File: src/rtl/grp_pkg.sv
package grp_pkg;

  typedef logic [2:0] cls_t;

  localparam cls_t CLS_SIMPLE  = 3'd0;
  localparam cls_t CLS_LOAD    = 3'd1;
  localparam cls_t CLS_STORE   = 3'd2;
  localparam cls_t CLS_BRANCH  = 3'd3;
  localparam cls_t CLS_COMPLEX = 3'd4;

  localparam int CLS_W = 3;

  // complex and every unassigned code run without companions
  function automatic logic runs_alone(cls_t c);
    return c >= CLS_COMPLEX;
  endfunction

  function automatic logic is_store(cls_t c);
    return c == CLS_STORE;
  endfunction

  function automatic logic is_branch(cls_t c);
    return c == CLS_BRANCH;
  endfunction

  // only a plain load may hand its result to a same-group consumer
  function automatic logic can_forward(cls_t c);
    return c == CLS_LOAD;
  endfunction

endpackage

File: src/rtl/grp_slot_eval.sv
module grp_slot_eval
  import grp_pkg::*;
#(
  parameter int IDX  = 0,
  parameter int N    = 3,
  parameter int NSRC = 2,
  parameter int NAGR = 2,
  parameter int RW   = 4
) (
  // this slot
  input  logic                 vld_k,
  input  cls_t                 cls_k,
  input  logic [NSRC*RW-1:0]   src_k,
  input  logic [NSRC-1:0]      srcv_k,
  input  logic [NAGR*RW-1:0]   agr_k,
  input  logic [NAGR-1:0]      agrv_k,
  input  logic                 ldt_k,
  // all slots, only the older ones are consulted
  input  logic [N*CLS_W-1:0]   cls_all,
  input  logic [N*RW-1:0]      dst_all,
  input  logic [N-1:0]         wr_all,
  input  logic [N-1:0]         ovf_all,
  input  logic                 trap_en,
  // verdict
  output logic                 ok,
  output logic [NSRC*N-1:0]    fwd,
  output logic                 ccf,
  output logic                 cut_br,
  output logic                 cut_alone,
  output logic                 cut_st,
  output logic                 cut_agi,
  output logic                 cut_raw
);

  localparam logic IS_HEAD = (IDX == 0);

  always_comb begin
    cut_br    = is_branch(cls_k);
    cut_alone = runs_alone(cls_k);
    cut_st    = 1'b0;
    cut_agi   = 1'b0;
    cut_raw   = 1'b0;
    ccf       = 1'b0;
    fwd       = '0;

    for (int j = 0; j < N; j++) begin
      if (j < IDX) begin
        if (runs_alone(cls_all[j*CLS_W +: CLS_W]))
          cut_alone = 1'b1;
        if (is_store(cls_all[j*CLS_W +: CLS_W]) && is_store(cls_k))
          cut_st = 1'b1;
        for (int a = 0; a < NAGR; a++) begin
          if (agrv_k[a] && wr_all[j] &&
              dst_all[j*RW +: RW] == agr_k[a*RW +: RW])
            cut_agi = 1'b1;
        end
      end
    end

    for (int s = 0; s < NSRC; s++) begin
      logic hit;
      int   prod;
      hit  = 1'b0;
      prod = 0;
      // scanning upward leaves the youngest writer as producer
      for (int j = 0; j < N; j++) begin
        if (j < IDX && srcv_k[s] && wr_all[j] &&
            dst_all[j*RW +: RW] == src_k[s*RW +: RW]) begin
          hit  = 1'b1;
          prod = j;
        end
      end
      if (hit) begin
        if (can_forward(cls_all[prod*CLS_W +: CLS_W]))
          fwd[s*N + prod] = 1'b1;
        else if (ldt_k && ovf_all[prod] && !trap_en)
          ccf = 1'b1;
        else
          cut_raw = 1'b1;
      end
    end

    ok = vld_k & (IS_HEAD | ~(cut_br | cut_alone | cut_st | cut_agi | cut_raw));
  end

endmodule

File: src/rtl/grp_prefix.sv
module grp_prefix #(
  parameter int N    = 3,
  parameter int MAXG = 3,
  localparam int SZ_W = $clog2(N + 1)
) (
  input  logic [N-1:0]    ok,
  output logic [N-1:0]    en,
  output logic [SZ_W-1:0] size
);

  genvar k;
  generate
    for (k = 0; k < N; k++) begin : g_chain
      if (k == 0) begin : g_head
        assign en[k] = ok[k];
      end else if (k < MAXG) begin : g_body
        assign en[k] = en[k-1] & ok[k];
      end else begin : g_beyond
        assign en[k] = 1'b0 & ok[k];
      end
    end
  endgenerate

  always_comb begin
    size = '0;
    for (int i = 0; i < N; i++)
      size = size + SZ_W'(en[i]);
  end

endmodule

File: src/rtl/grp_hold.sv
module grp_hold #(
  parameter int N    = 3,
  parameter int NSRC = 2,
  localparam int SZ_W  = $clog2(N + 1),
  localparam int SEL_W = N * NSRC * N
) (
  input  logic             clk,
  input  logic             rst_n,
  input  logic [SZ_W-1:0]  nxt_size,
  input  logic [N-1:0]     nxt_en,
  input  logic [SEL_W-1:0] nxt_fwd,
  input  logic [N-1:0]     nxt_ccf,
  output logic [SZ_W-1:0]  grp_size,
  output logic [N-1:0]     issue_en,
  output logic [SEL_W-1:0] fwd_sel,
  output logic             cc_fwd
);

  logic [SEL_W-1:0] fwd_masked;

  always_comb begin
    for (int k = 0; k < N; k++)
      fwd_masked[k*NSRC*N +: NSRC*N] = nxt_fwd[k*NSRC*N +: NSRC*N] & {(NSRC*N){nxt_en[k]}};
  end

  always_ff @(posedge clk or negedge rst_n) begin
    if (!rst_n) begin
      grp_size <= '0;
      issue_en <= '0;
      fwd_sel  <= '0;
      cc_fwd   <= 1'b0;
    end else begin
      grp_size <= nxt_size;
      issue_en <= nxt_en;
      fwd_sel  <= fwd_masked;
      cc_fwd   <= |(nxt_ccf & nxt_en);
    end
  end

endmodule

File: src/rtl/issue_grouper.sv
module issue_grouper
  import grp_pkg::*;
#(
  parameter int N    = 3,
  parameter int NSRC = 2,
  parameter int NAGR = 2,
  parameter int RW   = 4,
  parameter int MAXG = 3,
  localparam int SZ_W  = $clog2(N + 1),
  localparam int SEL_W = N * NSRC * N
) (
  input  logic                  clk,
  input  logic                  rst_n,
  input  logic [N-1:0]          in_vld,
  input  logic [N*CLS_W-1:0]    in_cls,
  input  logic [N*RW-1:0]       in_dst,
  input  logic [N-1:0]          in_wr,
  input  logic [N*NSRC*RW-1:0]  in_src,
  input  logic [N*NSRC-1:0]     in_srcv,
  input  logic [N*NAGR*RW-1:0]  in_agr,
  input  logic [N*NAGR-1:0]     in_agrv,
  input  logic [N-1:0]          in_ovf,
  input  logic [N-1:0]          in_ldt,
  input  logic                  ovf_trap_en,
  output logic [SZ_W-1:0]       grp_size,
  output logic [N-1:0]          issue_en,
  output logic [SEL_W-1:0]      fwd_sel,
  output logic                  cc_fwd
);

  // named internal events, observed by the bound checker
  logic [N-1:0]     slot_ok;
  logic [N-1:0]     slot_ccf;
  logic [N-1:0]     cut_br, cut_alone, cut_st, cut_agi, cut_raw;
  logic [SEL_W-1:0] nxt_fwd;
  logic [N-1:0]     nxt_en;
  logic [SZ_W-1:0]  nxt_size;
  logic             nxt_cc;

  genvar k;
  generate
    for (k = 0; k < N; k++) begin : g_slot
      grp_slot_eval #(
        .IDX (k),
        .N   (N),
        .NSRC(NSRC),
        .NAGR(NAGR),
        .RW  (RW)
      ) u_eval (
        .vld_k    (in_vld[k]),
        .cls_k    (in_cls[k*CLS_W +: CLS_W]),
        .src_k    (in_src[k*NSRC*RW +: NSRC*RW]),
        .srcv_k   (in_srcv[k*NSRC +: NSRC]),
        .agr_k    (in_agr[k*NAGR*RW +: NAGR*RW]),
        .agrv_k   (in_agrv[k*NAGR +: NAGR]),
        .ldt_k    (in_ldt[k]),
        .cls_all  (in_cls),
        .dst_all  (in_dst),
        .wr_all   (in_wr),
        .ovf_all  (in_ovf),
        .trap_en  (ovf_trap_en),
        .ok       (slot_ok[k]),
        .fwd      (nxt_fwd[k*NSRC*N +: NSRC*N]),
        .ccf      (slot_ccf[k]),
        .cut_br   (cut_br[k]),
        .cut_alone(cut_alone[k]),
        .cut_st   (cut_st[k]),
        .cut_agi  (cut_agi[k]),
        .cut_raw  (cut_raw[k])
      );
    end
  endgenerate

  grp_prefix #(
    .N   (N),
    .MAXG(MAXG)
  ) u_prefix (
    .ok  (slot_ok),
    .en  (nxt_en),
    .size(nxt_size)
  );

  assign nxt_cc = |(slot_ccf & nxt_en);

  grp_hold #(
    .N   (N),
    .NSRC(NSRC)
  ) u_hold (
    .clk     (clk),
    .rst_n   (rst_n),
    .nxt_size(nxt_size),
    .nxt_en  (nxt_en),
    .nxt_fwd (nxt_fwd),
    .nxt_ccf (slot_ccf),
    .grp_size(grp_size),
    .issue_en(issue_en),
    .fwd_sel (fwd_sel),
    .cc_fwd  (cc_fwd)
  );

endmodule

File: config.mk
export PLATFORM = sky130hd
export DESIGN_NAME = issue_grouper
export DESIGN_NICKNAME = d
export VERILOG_FILES = /design/src/rtl/grp_pkg.sv /design/src/rtl/grp_slot_eval.sv /design/src/rtl/grp_prefix.sv /design/src/rtl/grp_hold.sv /design/src/rtl/issue_grouper.sv
export SDC_FILE = /design/constraint.sdc
export NUM_CORES = 1
export LEC_CHECK = 0
export BUFFER_PORTS_ARGS = -buffer_cell sky130_fd_sc_hd__buf_2
export CORE_MARGIN = 2
export CORE_UTILIZATION = 46
export DETAILED_ROUTE_END_ITERATION = 10
export MAX_ROUTING_LAYER = met4
export PLACE_DENSITY = 0.87
export SYNTH_ARGS = -nofsm -noshare
export SYNTH_HDL_FRONTEND = slang
export SYNTH_HIERARCHICAL = 1
export SYNTH_SLANG_ARGS = --single-unit
File: constraint.sdc
create_clock -name clk -period 0.8 [get_ports clk]
set_clock_uncertainty 0.1 [all_clocks]
set_input_delay 0.12 -clock clk [delete_from_list [all_inputs] [get_ports clk]]
set_output_delay 0.12 -clock clk [all_outputs]
set_load 0.005 [all_outputs]
==> qor.yml, run 1 <==
drt:
  wl_per_cell_um: 13.3
  drt_pass1_iterations: 4
  ant_nets: 0
  routed-via-count: 1737
  wl_mm: 4.84
  viasPerCell: 4.79
  drtIter0Drc: 93
  drc: 0
clocking:
  cts_made_buffers: 3
  htreeDepth: 1
  numClockSinks: 24
  clk_pin_slew_ns: 0.08
  clockBufferDepth: 2
  root_buffer: "clkbuf_8"
  cts_tree: "built"
floorplanning:
  start_util_pct: 47.6
  dieArea_um2: 4300
  coreArea_um2: 3660
  rows: 22
  die_x_um: 65.6
  ios: 120
  dieHeight_um: 65.6
global_route:
  grt_max_degree: 25
  antenna_found_initial: 0
  grt-ovfl-total: 0
  grt_use_total_pct: 23.8
  grt_pass1_vias: 1798
  grt_first_pass_wirelength_mm: 7.69
timing:
  whs_ns: -0.284
  period_share_pct: 228
  slew_viol_final: 0
  rsz0062_at_grt: "yes"
  period_needed_ns: 1.83
  finalHoldViolCount: 24
  fmax_ghz: 0.547
  worst_slack_ns: -1.03
  setup_viol: 35
  final.setup.tns_ns: -12.80
worst_setup_path:
  crit_path_frequent_cell: "a222oi_1"
  crit_chain: "buf_8, a222oi_1, or4b_4, nand2_4, a311oi_4, and2_4, a222oi_1, inv_1"
  critPathKind: "primary input to flip-flop"
  path_max_fanout: 4
  crit_path_top_delay_cell: "or4b_4"
  worstPathRequired_ns: 0.82
  slowest_delay_ns: 0.52
  path_buf_inv: 2
  cp.arrival_ns: 1.85
  critPathTopFamily: "simple AND/OR/NAND/NOR gates"
  startpoint_type: "primary input"
  worstSetupEndpointType: "flip-flop"
placed_design:
  pre_cts_slack_ns: -1.26
  gp_congestion: 0.832
  port_buffers: 92
  dp_hpwl_mm: 3.87
job:
  cap_violations: 0
outcome:
  violations: "hold timing, setup timing"
  outcome: "finished with violations"
logic_synthesis:
  netlist_instances: 185
  synth_area_um2: 1740
  synth_area_per_cell_um2: 9.43
  yosys_warnings: 6
cells_and_area:
  layout-drive-gt1-share_pct: 56.8
  fin_nets: 412
  diodes: 0
  n_fill_cell: 254
  area_delta_synth_final_pct: 55.9
  postLayoutCoreUtil_pct: 74.3
hold_path:
  hold_class: "primary input to asynchronous set/reset pin"
power_and_ir_drop:
  p_leak_nw: 1.43
  power.density_nw_per_um2: 1070
  ir_drop_v: 0.000573
-- cell type report --
cell class / count / area [um^2] / share of cell area, %
flip-flops and latches: 24 / 601 / 22.1
multi-input cells: 146 / 1130 / 41.7
well taps: 48 / 60.1 / 2.21
clock buffers: 4 / 55.1 / 2.02
inverters: 7 / 28.8 / 1.06
repair buffers: 134 / 840 / 30.9
-- placed cells by master (no fill, tap or decap), drive strengths merged, types with 3 or more instances in the layout --
master	count
buf	134
nor2	8
and3	5
nand3	7
a21oi	3
clkbuf	4
conb	13
xor2	26
inv	7
dfrtp	24
and2	21
a222oi	3
nor3	8
nand2	4
xnor2	16
nand4	6
-- through the flow --
stage               total power, W  instance area (um^2)  hold WS (ns)  cells
floorplan                  0.00166                  1810        -0.276    195
global placement           0.00205                  2480       0.00724    355
detailed placement         0.00208                  2480       0.00999    355
CTS                        0.00288                  2650        -0.266    364
global route               0.00308                  2720        -0.238    363
finish                     0.00292                  2720        -0.284    363
-- worst max-delay path by stage --
| stage | start | to | slack [ns] | cells after the start |
|---|---|---|---|---|
| floorplan | in_dst[2] | u_hold/cc_fwd$_DFF_PN0_ | -1.11 | 8 |
| global route | in_dst[0] | u_hold/cc_fwd$_DFF_PN0_ | -1.12 | 9 |
| detailed placement | in_dst[1] | u_hold/cc_fwd$_DFF_PN0_ | -1.26 | 9 |
| CTS | in_dst[0] | u_hold/cc_fwd$_DFF_PN0_ | -0.94 | 9 |
| global placement | in_src[20] | u_hold/fwd_sel[16]$_DFF_PN0_ | -1.19 | 9 |
| finish | in_dst[0] | u_hold/cc_fwd$_DFF_PN0_ | -1.03 | 8 |
-- where the power goes --
group          switching, W  total (W)  internal, W
registers        0.00000655    0.00125      0.00124
logic              0.000413   0.000902     0.000489
clock network      0.000335   0.000772     0.000437
-- layer usage --
layer / part of all wire, % / up-vias / wire [um] / track usage (%)
li1: - / 856 / - / -
met1: 36 / 789 / 1760 / 23.7
met2: 56 / 82 / 2690 / 48.2
met3: 6.5 / 10 / 315 / 2.91
met4: 1.6 / 0 / 78 / 5.99
met5: 0 / - / 0 / -
-- sequential cells by signal, indices dropped and copies added, names as in the netlist --
register	count
u_hold/fwd_sel	18
u_hold/issue_en	3
u_hold/grp_size	2
u_hold/cc_fwd	1
-- repair_timing --
item | in CTS | in global routing
buffers inserted | 5 | 3
endpoints found under the hold margin | 24 | 24
pin swaps | 13 | 15
resized for setup | 21 | 25
endpoints found under the setup margin | 35 | 35
No activity file was read; power rests on OpenSTA's default activity.
==> inputs of run 2 (changes only) <==
- RECOVER_POWER: not set -> 25
- SLEW_MARGIN: not set -> 20
==> qor.yml, run 2 (same netlist as run 1, synthesis figures left out) <==
timing:
  max_slew.worst_pin.slew_ns: 0.539
  slew_headroom_pct: 64.1
  finalHoldViolCount: 24  # unchanged
  worst_slack_ns: -1.03  # unchanged
  setup_viol: 35  # unchanged
  whs_ns: -0.267  # +0.0168 ns
  final.setup.tns_ns: -12.80  # +0.000200 ns
  period_needed_ns: 1.83  # unchanged
  period_share_pct: 228  # unchanged
  rsz0062_at_grt: "yes"
  fmax_ghz: 0.547  # about the same
  slew_viol_final: 0  # unchanged
floorplanning:
  dieArea_um2: 4300  # unchanged
  ios: 120  # unchanged
  dieHeight_um: 65.6  # unchanged
  rows: 22  # unchanged
  die_x_um: 65.6  # unchanged
  start_util_pct: 47.6  # unchanged
  coreArea_um2: 3660  # unchanged
drt:
  ant_nets: 0  # unchanged
  drc: 0  # unchanged
  routed-via-count: 1736  # -0.058%
  wl_per_cell_um: 13.3  # unchanged
  drtIter0Drc: 93  # unchanged
  wl_mm: 4.84  # unchanged
  viasPerCell: 4.78  # about the same
  drt_pass1_iterations: 4  # unchanged
clocking:
  numClockSinks: 24  # unchanged
  cts_tree: "built"
  root_buffer: "clkbuf_8"
  clk_pin_slew_ns: 0.08  # about the same
  htreeDepth: 1  # unchanged
  cts_made_buffers: 3  # unchanged
  clockBufferDepth: 2  # unchanged
global_route:
  grt_first_pass_wirelength_mm: 7.69  # unchanged
  grt_use_total_pct: 23.8  # unchanged
  antenna_found_initial: 0  # unchanged
  grt-ovfl-total: 0  # unchanged
  grt_pass1_vias: 1798  # unchanged
  grt_max_degree: 25  # unchanged
power_and_ir_drop:
  power.total_w: 0.00292  # about the same
  ir_drop_v: 0.000573  # about the same
  power.density_nw_per_um2: 1070  # about the same
  p_leak_nw: 1.42  # -0.24%
outcome:
  violations: "hold timing, setup timing"
  outcome: "finished with violations"
cells_and_area:
  layout_commonest_cell: "buf_2"
  largestRegisters: "u_hold/fwd_sel: 18 flops, u_hold/issue_en: 3 flops, u_hold/grp_size: 2 flops"
  layout-drive-gt1-share_pct: 56.5  # -0.32 points
  fin_nets: 412  # unchanged
  n_fill_cell: 256  # +0.79%
  largest_reg_flops: 18  # unchanged
  regMostFlops: "u_hold/fwd_sel"
  final_cell_mix: "buf_2, buf_4, dfrtp_1, xor2_1, xnor2_1"
  diodes: 0  # unchanged
  stdcell_count: 363  # unchanged
  area_delta_synth_final_pct: 55.7
placed_design:
  port_buffers: 92  # unchanged
  dp_hpwl_mm: 3.87  # unchanged
  gp_congestion: 0.832  # unchanged
  pre_cts_slack_ns: -1.26  # unchanged
  dp.cells: 355  # unchanged
worst_setup_path:
  startpoint_type: "primary input"
  worstSetupEndpointType: "flip-flop"
  cp.arrival_ns: 1.85  # about the same
  crit_path_start: "in_dst[0]"
  worstPathRequired_ns: 0.82  # about the same
  critPathKind: "primary input to flip-flop"
  path_max_fanout: 4  # unchanged
job:
  cap_violations: 0  # unchanged
hold_path:
  hold_class: "primary input to asynchronous set/reset pin"
[run 2: cell count changes in the layout (fill, tap and decap cells not counted), sizes merged]
cell,change
buf,-2
clkbuf,+2
[run 2: where the power goes]
group | internal [W] | switching, W
Sequential | 0.00124 | 0.00000655
Clock | 0.000437 | 0.000335
Combinational | 0.000486 | 0.000413
Total | 0.00216 | 0.000754
[run 2: cell type report]
type	instances	area [um^2]	share of cell area, %
multi-input cells	146	1130	41.8
repair buffers	134	836	30.8
flip-flops and latches	24	601	22.1
well taps	48	60.1	2.21
clock buffers	4	55.1	2.03
inverters	7	28.8	1.06
[run 2: metrics by stage]
step	cell area, um^2	utilization, %
final	2720	74.2
after global routing	2720	74.2
after detailed placement	2480	67.6
after CTS	2650	72.2
after floorplan	1810	-
after global placement	2480	67.6
[run 2: metal layers]
metal  track usage, %  wire, um
met4             5.99        78
met2             48.2      2690
met5                -         0
met1             23.7      1760
met3             2.91       314
[run 2: what timing repair did]
action / CTS / global route
setup endpoints to repair: 35 / 35
resized for setup: 21 / 25
pin swaps: 13 / 15
hold endpoints to repair: 24 / 24
setup buffers: 5 / 3
[run 2: worst max-delay path, stage by stage]
cell and delay, ns:
buf_8 0.11, a222oi_1 0.30, or4b_4 0.52, nand2_4 0.10
a311oi_4 0.09, and2_4 0.16, a222oi_1 0.34, inv_1 0.11
[run 2: final timing paths]
path | end | slack, ns | depth (start not counted)
min | u_hold/fwd_sel[0]$_DFF_PN0_ | -0.27 | 1
min in group clk | u_hold/grp_size[0]$_DFF_PN0_ | 0.08 | 2
max | u_hold/cc_fwd$_DFF_PN0_ | -1.03 | 8
max in group asynchronous | u_hold/cc_fwd$_DFF_PN0_ | 0.51 | 1
==> inputs of run 3 (changes only) <==
- clock period: 0.8 -> 2.3 ns (I/O delays scaled with it)
==> qor.yml, run 3 (same netlist as run 1, synthesis figures left out) <==
worst_setup_path:
  critPathKind: "primary input to flip-flop"
  startpoint_type: "primary input"
  path_max_fanout: 4  # unchanged
  crit_path_start: "in_dst[0]"
  worstSetupEndpointType: "flip-flop"
  cp.arrival_ns: 2.17  # +0.32 ns
  worstPathRequired_ns: 2.34  # +1.52 ns
cells_and_area:
  stdcell_count: 333  # -8.3%
  postLayoutCoreUtil_pct: 63.4  # -11 points
  layout-drive-gt1-share_pct: 43.9  # -13 points
  area_delta_synth_final_pct: 33.1
  largest_reg_flops: 18  # unchanged
  layout_commonest_cell: "buf_2"
  diodes: 0  # unchanged
  final_cell_mix: "buf_2, xor2_1, dfrtp_1, xnor2_1"
  fin_nets: 382  # -7.3%
  largestRegisters: "u_hold/fwd_sel: 18 flops, u_hold/issue_en: 3 flops, u_hold/grp_size: 2 flops"
  regMostFlops: "u_hold/fwd_sel"
drt:
  wl_per_cell_um: 12.1  # -9.6%
  routed-via-count: 1589  # -8.5%
  drc: 0  # unchanged
  ant_nets: 0  # unchanged
  drtIter0Drc: 50  # -46%
  wl_mm: 4.02  # -17%
  drt_pass1_iterations: 4  # unchanged
  viasPerCell: 4.77  # -0.22%
power_and_ir_drop:
  p_clk_share_pct: 28.2  # +1.7 points
  p_leak_nw: 1.24  # -13%
  power.total_w: 0.000949  # -67%
  comb_power_share_pct: 26.0  # -4.8 points
  power.density_nw_per_um2: 409  # -62%
  ir_drop_v: 0.000191  # -67%
  internal_power_w: 0.000710  # -67%
  seqPwrFrac_pct: 45.7  # +3.0 points
  total_switching_power_w: 0.000239  # -68%
  swShare_pct: 25.2  # -0.68 points
timing:
  setup_viol: 0  # -100%
  max_slew.worst_pin.slew_ns: 1.17  # +0.631 ns
  period_needed_ns: 2.14
  finalHoldViolCount: 0  # -100%
  fmax_ghz: 0.468
  final.setup.tns_ns: 0  # +12.80 ns
  rsz0062_at_grt: "no"
  whs_ns: 0.268  # +0.535 ns
  slew_viol_final: 0  # unchanged
  period_share_pct: 92.8
  slew_headroom_pct: 22.0  # -42 points
floorplanning:
  die_x_um: 65.6  # unchanged
  dieHeight_um: 65.6  # unchanged
  coreArea_um2: 3660  # unchanged
  rows: 22  # unchanged
  ios: 120  # unchanged
  start_util_pct: 47.6  # unchanged
  dieArea_um2: 4300  # unchanged
placed_design:
  gp_congestion: 0.874  # +5.1%
  port_buffers: 92  # unchanged
  dp_hpwl_mm: 3.57  # -7.8%
  dp.cells: 328  # -7.6%
clocking:
  cts_tree: "built"
  clockBufferDepth: 2  # unchanged
  clk_pin_slew_ns: 0.07  # about the same
  cts_setup_buffers: 0  # -5
  numClockSinks: 24  # unchanged
  root_buffer: "clkbuf_8"
  cts_made_buffers: 3  # unchanged
  htreeDepth: 1  # unchanged
global_route:
  grt_use_total_pct: 19.7  # -4.1 points
  antenna_found_initial: 0  # unchanged
  grt_pass1_vias: 1512  # -16%
  grt_max_degree: 25  # unchanged
  grt_first_pass_wirelength_mm: 6.36  # -17%
  grt-ovfl-total: 0  # unchanged
hold_path:
  hold_class: "primary input to flip-flop"
  min_from: "in_vld[0]"
outcome:
  outcome: "complete, no violations"
job:
  cap_violations: 0  # unchanged
==> run 3: changes by cell type in the layout (fill, tap and decap cells not counted), moves of 3 or more <==
| cell | previous run | this run |
|---|---|---|
| buf_8 | 3 | 0 |
| buf_2 | 82 | 90 |
| inv_1 | 3 | 6 |
| and2_1 | 7 | 13 |
| buf_4 | 42 | 11 |
| buf_6 | 5 | 0 |
| xor2_1 | 22 | 26 |
| and2_4 | 8 | 0 |
| xor2_2 | 4 | 0 |
==> run 3: critical path, stage by stage <==
cell      delay, ns
buf_2          0.15
inv_2          0.05
a222oi_1       0.27
or4b_1         0.53
nand2_1        0.11
a311oi_1       0.10
buf_4          0.17
and3_1         0.15
a222oi_1       0.22
inv_1          0.08
==> run 3: worst paths after layout <==
check	to	slack, ns	cells after the start
min	u_hold/issue_en[0]$_DFF_PN0_	0.27	1
max	u_hold/cc_fwd$_DFF_PN0_	0.16	10
min in group asynchronous	u_hold/cc_fwd$_DFF_PN0_	0.74	2
max in group asynchronous	u_hold/fwd_sel[11]$_DFF_PN0_	0.67	2
==> run 3: area by class of cell <==
type                       count  area (um^2)
fill                         308         1340
multi-input combinational    146         1030
sequential                    24          601
timing repair buffer         104          551
tap                           48         60.1
clock buffer                   4         55.1
inverter                       7         26.3
==> run 3: what timing repair did <==
| item | 4_1_cts | 5_1_grt |
|---|---|---|
| resized for setup | 0 | 0 |
| endpoints found under the hold margin | 24 | 0 |
| hold buffers | 1 | 0 |
==> run 3: power groups by stage <==
stage | registers [W] | clock network [W] | logic, W
floorplan | 0.000444 | 0 | 0.000130
global placement | 0.000442 | 0 | 0.000239
detailed placement | 0.000443 | 0 | 0.000247
CTS | 0.000434 | 0.000276 | 0.000249
global route | 0.000435 | 0.000294 | 0.000275
finish | 0.000434 | 0.000268 | 0.000247
==> run 3: routing by layer <==
metal	wire length (um)	vias up	GRT usage, %
li1	-	801	-
met1	1630	692	22.5
met2	1970	88	35.8
met3	322	8	2.05
met4	86	0	6.77
met5	0	-	-
==> run 3: metrics by stage <==
step	area, um^2	setup WS (ns)
2_1_floorplan	1780	0.0630
3_3_place_gp	2260	-0.0498
3_5_place_dp	2260	-0.117
4_1_cts	2320	0.159
5_1_grt	2320	0.0462
6_report	2320	0.165
